[src/rtl/xalu_pkg.sv]
`timescale 1ns/1ps
package xalu_pkg;

    localparam int FN_W = 4;

    typedef enum logic [FN_W-1:0] {
        ALU_ADD = 4'h0,
        ALU_SUB = 4'h1,
        ALU_AND = 4'h2,
        ALU_XOR = 4'h3
    } alu_op_e;

    typedef enum logic [FN_W-1:0] {
        CND_ALW = 4'h0,
        CND_LE  = 4'h1,
        CND_LT  = 4'h2,
        CND_EQ  = 4'h3,
        CND_NE  = 4'h4,
        CND_GE  = 4'h5,
        CND_GT  = 4'h6
    } cnd_e;

    typedef struct packed {
        logic zf;
        logic sf;
        logic of;
    } ccode_t;

    localparam ccode_t CC_RESET = '{zf: 1'b1, sf: 1'b0, of: 1'b0};

    function automatic logic op_is_valid(logic [FN_W-1:0] fn);
        return fn <= 4'(ALU_XOR);
    endfunction

    function automatic logic cond_met(ccode_t cc, logic [FN_W-1:0] fn);
        logic lt;
        logic res;
        lt = cc.sf ^ cc.of;
        case (fn)
            4'(CND_ALW): res = 1'b1;
            4'(CND_LE):  res = lt | cc.zf;
            4'(CND_LT):  res = lt;
            4'(CND_EQ):  res = cc.zf;
            4'(CND_NE):  res = ~cc.zf;
            4'(CND_GE):  res = ~lt;
            4'(CND_GT):  res = ~lt & ~cc.zf;
            default:     res = 1'b0;
        endcase
        return res;
    endfunction

endpackage

[src/rtl/xalu_core.sv]
`timescale 1ns/1ps
module xalu_core
    import xalu_pkg::*;
#(
    parameter int DW = 32
) (
    input  logic [FN_W-1:0] fn,
    input  logic [DW-1:0]   a,
    input  logic [DW-1:0]   b,
    output logic [DW-1:0]   res,
    output logic            bad,
    output ccode_t          cc_calc
);
    localparam int MSB = DW - 1;

    logic          is_sub;
    logic [DW-1:0] addend;
    logic [DW-1:0] sum;
    logic          sum_ovf;

    // Shared adder: subtract is b + ~a + 1
    assign is_sub  = (fn == 4'(ALU_SUB));
    assign addend  = is_sub ? ~a : a;
    assign sum     = b + addend + {{(DW-1){1'b0}}, is_sub};
    assign sum_ovf = (b[MSB] == addend[MSB]) && (sum[MSB] != b[MSB]);

    always_comb begin
        res        = '0;
        cc_calc.of = 1'b0;
        case (fn)
            4'(ALU_ADD), 4'(ALU_SUB): begin
                res        = sum;
                cc_calc.of = sum_ovf;
            end
            4'(ALU_AND): res = a & b;
            4'(ALU_XOR): res = a ^ b;
            default:     res = '0;
        endcase
        cc_calc.zf = (res == '0);
        cc_calc.sf = res[MSB];
    end

    assign bad = ~op_is_valid(fn);

endmodule

[src/rtl/xalu_ccreg.sv]
`timescale 1ns/1ps
module xalu_ccreg
    import xalu_pkg::*;
(
    input  logic   clk,
    input  logic   rst,
    input  logic   ld,
    input  ccode_t d,
    output ccode_t q
);
    always_ff @(posedge clk) begin
        if (rst)
            q <= CC_RESET;
        else if (ld)
            q <= d;
    end

    // flags hold when no load is requested
    a_r7_hold_flags: assert property (@(posedge clk) disable iff (rst)
        !ld |=> q == $past(q));

    // reset value
    a_r8_reset_value: assert property (@(posedge clk)
        rst |=> q == CC_RESET);

endmodule

[src/rtl/xalu_cond.sv]
`timescale 1ns/1ps
module xalu_cond
    import xalu_pkg::*;
(
    input  logic            clk,
    input  logic            rst,
    input  ccode_t          cc,
    input  logic [FN_W-1:0] sel,
    output logic            take
);
    assign take = cond_met(cc, sel);

    // reserved condition codes never fire
    a_r10_reserved_false: assert property (@(posedge clk) disable iff (rst)
        (sel >= 4'd7) |-> !take);

    // always-code is true and equal / not-equal are complementary on zero
    a_r9_always_true: assert property (@(posedge clk) disable iff (rst)
        (sel == 4'd0) |-> take);

    a_r9_ne_vs_zero: assert property (@(posedge clk) disable iff (rst)
        (sel == 4'd4) |-> (take != cc.zf));

endmodule

[src/rtl/exec_alu_cc.sv]
`timescale 1ns/1ps
module exec_alu_cc
    import xalu_pkg::*;
#(
    parameter int DW = 32
) (
    input  logic            clk,
    input  logic            rst,
    input  logic [DW-1:0]   opnd_a,
    input  logic [DW-1:0]   opnd_b,
    input  logic [FN_W-1:0] alu_op,
    input  logic            cc_load,
    input  logic [FN_W-1:0] cond_sel,
    output logic [DW-1:0]   alu_res,
    output logic            op_invalid,
    output logic            flag_zero,
    output logic            flag_sign,
    output logic            flag_ovf,
    output logic            cond_true
);
    ccode_t cc_next;
    ccode_t cc_now;

    xalu_core #(.DW(DW)) u_core (
        .fn      (alu_op),
        .a       (opnd_a),
        .b       (opnd_b),
        .res     (alu_res),
        .bad     (op_invalid),
        .cc_calc (cc_next)
    );

    xalu_ccreg u_ccreg (
        .clk (clk),
        .rst (rst),
        .ld  (cc_load),
        .d   (cc_next),
        .q   (cc_now)
    );

    xalu_cond u_cond (
        .clk  (clk),
        .rst  (rst),
        .cc   (cc_now),
        .sel  (cond_sel),
        .take (cond_true)
    );

    assign flag_zero = cc_now.zf;
    assign flag_sign = cc_now.sf;
    assign flag_ovf  = cc_now.of;

    // an invalid operation produces zero
    a_r4_invalid_zero: assert property (@(posedge clk) disable iff (rst)
        op_invalid |-> (alu_res == '0));

    // loaded zero / sign follow the result seen at the port
    a_r5_zero_sign_load: assert property (@(posedge clk) disable iff (rst)
        cc_load |=> (flag_zero == ($past(alu_res) == '0)) &&
                    (flag_sign == $past(alu_res[DW-1])));

    // logical operations clear overflow
    a_r6_logic_clears_ovf: assert property (@(posedge clk) disable iff (rst)
        (cc_load && (alu_op == 4'(ALU_AND) || alu_op == 4'(ALU_XOR))) |=> !flag_ovf);

endmodule

[config.mk]
export PLATFORM = sky130hd
export DESIGN_NAME = exec_alu_cc
export DESIGN_NICKNAME = d
export VERILOG_FILES = /design/src/rtl/xalu_pkg.sv /design/src/rtl/xalu_core.sv /design/src/rtl/xalu_ccreg.sv /design/src/rtl/xalu_cond.sv /design/src/rtl/exec_alu_cc.sv
export SDC_FILE = /design/constraint.sdc
export NUM_CORES = 1
export LEC_CHECK = 0
export ABC_AREA = 1
export CAP_MARGIN = 20
export CORE_MARGIN = 1
export CORE_UTILIZATION = 45
export CTS_BUF_LIST = sky130_fd_sc_hd__clkbuf_4
export CTS_CLUSTER_SIZE = 40
export DETAILED_ROUTE_END_ITERATION = 6
export PLACE_DENSITY = 0.77
export SLEW_MARGIN = 10
export SYNTH_ARGS = -nofsm -noshare
export SYNTH_HDL_FRONTEND = slang
export SYNTH_SLANG_ARGS = --single-unit
[constraint.sdc]
create_clock -name clk -period 9.7 [get_ports clk]
set_clock_uncertainty 0.05 [all_clocks]
set_input_delay 1.94 -clock clk [delete_from_list [all_inputs] [get_ports clk]]
set_output_delay 1.94 -clock clk [all_outputs]
set_load 0.005 [all_outputs]
==> summary.md <==
| Metric | Value |
|---|---|
| Status | complete, but fails checks |
| Failing checks | design-rule violations |
| Final period utilization | 0.7933 |
| CP Class | input pin to output port |
| Min Clock Period, post-route | 7.695 ns |
| Row count | 34 |
| Worst setup margin | 2.005 ns |
| TNS Setup | 0 ns |
| Synth Area per Inst | 5.615 µm² |
| Number of global-route vias before repair | 5,079 |
| WL final | 14.40 mm |
| Die extent in y | 98.09 µm |
| Hold Startpoint | u_ccreg.q[0]$_SDFFE_PP0P_ |
| Overall power | 0.3465 mW |
| Inserted Diodes | 0 |
| Top FF cell, synth | dfxtp_1 |
| Final Hold Viols | 0 |
| Largest net degree at the start of global routing | 38 |
| # IOs | 112 |
| Worst R2R Path Depth | 4 |
| F_max | 130.0 MHz |
| CTS tree | yes |
| Syn_nets | 885 |
| Psw | 0.1860 mW |
| Sink Count | 3 |
| Share of post-route cells with drive strength above 1 | 0.04389 |
| Clock transition at the registers of the reported paths | 0.04 ns |
| Top reg by flops | u_ccreg.q |
| Commonest non-fill, non-tap cell in the layout | nand2_1 |
| Global-route usage over all layers | 0.3010 |
| Worst setup SP type | input pin |
| Worst hold slack | 0.4728 ns |
| Cells after Synth | 740 |
| Dpl ws | 2.042 ns |
| Max reg flops | 3 |
| CTS resizes | 0 |
| Number of flops mapped to enable cells by yosys | 0 |
| Critical Path RT | 7.71 ns |
| DIE AREA | 9622 µm² |
| Final GP Congestion | 0.9782 |
| Synth unique cells | 35 |
| Design area | 5390 µm² |
| Pwr/cell area | 64.28 nW/µm² |
| TritonCTS Buffers | 3 |
| First-pass detailed-route iteration total | 7 |
| Finished Core Util | 0.6092 |
| Hold depth | 2 |
| Clk pwr share | 0.076 |
| Core Area | 8848 µm² |
| Commonest non-fill, non-tap cells in the layout | 222 x nand2_1, 122 x inv_1, 111 x clkdlybuf4s50_1 |
| Crit end category | output port |
| Sequential cell area fraction in the yosys report | 0.01445 |
| Leak Pwr | 2.751 nW |
| Mapped cell area | 4155 µm² |
| Final Non-Filler Cells | 951 |
| Initial Utilization | 0.4696 |
| Drt drc | 5 |
| Biggest regs | u_ccreg.q x3 |
| Inst Count DP | 947 |
| Tightest Hold Check Type | flip-flop to flip-flop |
| RR Endpoint | u_ccreg.q[1]$_SDFFE_PP0P_ |
| H-tree Lvls | 1 |
| Synth warn | 0 |
| Max IR drop VDD | 0.05644 mV |
| Sequential power share | 0.040 |
| Dpl hpwl | 11.76 mm |
| Overflow after GRT | 0 |
| Combinational power share | 0.884 |
| Worst-skew pair later-pin latency | 0.24 ns |
| IO buf count | 111 |
| CTS root buf | clkbuf_4 |
| Per-cell routed wire length | 15.14 µm |
| Post-synth ARST share | 0 |
| Max clock buf depth | 2 |
| CTS hold repair buffers | 0 |
| DR iter-0 viols | 281 |
| Area Growth Syn to Fin | 29.72% |
| Via total after detailed routing | 5,190 |
| Fin nets | 989 |
| Initial antenna violation count | 0 |
| Worst-path fanout max | 37 |
| Arrival time worst endpoint | 5.70 ns |
| Slew margin rel. | 0.5810 |
| Reg2reg setup slack | 8.96 ns |
| Vias per cell | 5.457 |
| Yosys reg bits | 3 |
| Global-route wire length before repair | 23.81 mm |
| Final Setup Violations | 0 |
| RSZ-0062 raised after global routing | no |
| Slew @ Worst Pin | 0.6285 ns |
| Pint | 0.1605 mW |
| Reg2Reg Launch Point | u_ccreg.q[1]$_SDFFE_PP0P_ |
| Hold Path Sink | u_ccreg.q[0]$_SDFFE_PP0P_ |
| Chip Width | 98.09 µm |
| Final slew viol count | 0 |
| Post-route ant nets | 0 |
| Sw Share | 0.5368 |
| Dpl cell area | 5360 µm² |
| Postcts setup bufs | 0 |
| Max-Cap Viols | 0 |
[worst max-delay path, stage by stage]
cell and delay [ns]:
clkdlybuf4s50_1 0.50, nor2_4 0.04, buf_4 0.27, nand2_1 0.12
buf_4 0.48, xnor2_1 0.21, fa_1 0.51, nand2_1 0.09
nand2_1 0.10, nand3_1 0.13, nand2_1 0.10, nand2_1 0.10
nand2_2 0.10, nand3_1 0.18, nand2_1 0.08, nand2_1 0.07
nand3_1 0.07, nand2_1 0.10, clkdlybuf4s50_1 0.51
[cell usage after synthesis, drive strengths merged (2+ instances only)]
library cell | instances | area, µm²
xor2 | 2 | 17.52
o21ai | 10 | 50.04
ha | 69 | 863.3
clkbuf | 6 | 22.52
o21bai | 8 | 60.06
inv | 123 | 461.7
buf | 10 | 51.30
nand3b | 10 | 75.07
nand4 | 9 | 56.30
nor3 | 10 | 55.05
dfxtp | 3 | 60.06
a21oi | 34 | 177.7
nor2 | 72 | 290.3
a21o | 2 | 15.01
xnor2 | 33 | 289.0
o211ai | 2 | 15.01
nand3 | 71 | 365.3
nand2 | 238 | 948.4
a32o | 23 | 230.2
[power by group through the flow]
stage	registers, mW	logic [mW]	clock network (mW)
5_1_grt	0.0138	0.341	0.0275
3_5_place_dp	0.0140	0.300	0
3_3_place_gp	0.0139	0.297	0
6_report	0.0138	0.306	0.0265
4_1_cts	0.0138	0.302	0.0272
2_1_floorplan	0.0139	0.186	0
[area by class of cell]
class | instances | area, µm²
Clock buffer | 4 | 30.03
Fill cell | 899 | 3458
Inverter | 123 | 461.7
Multi-Input combinational cell | 598 | 3562
Sequential cell | 3 | 60.06
Tap cell | 108 | 135.1
Timing Repair Buffer | 115 | 1141
[per-layer routing]
| metal | up-vias | GRT usage | wire length, µm |
|---|---|---|---|
| met5 | - | 0 | 0 |
| met2 | 180 | 0.5135 | 6373 |
| met1 | 2384 | 0.4203 | 7034 |
| li1 | 2610 | - | - |
| met3 | 16 | 0.01432 | 813 |
| met4 | 0 | 0.05594 | 180 |
[worst max-delay path by stage]
stage                          from           to  cells past startpoint
after detailed placement  alu_op[3]  alu_res[30]                     19
after CTS                 alu_op[3]  alu_res[30]                     19
after global routing      alu_op[3]  alu_res[30]                     19
final                     alu_op[3]  alu_res[30]                     19
after floorplan           alu_op[3]  alu_res[28]                     17
after global placement    alu_op[3]  alu_res[27]                     17
[logic make-up after synthesis]
family / count (synthesis) / share of synthesized area
simple gates: 411 / 0.4324
buf+inv: 139 / 0.1289
compound gates: 82 / 0.1379
fa+ha+maj: 70 / 0.2126
xor+xnor: 35 / 0.07377
flops: 3 / 0.01445
Power figures use the tool's default switching activity.
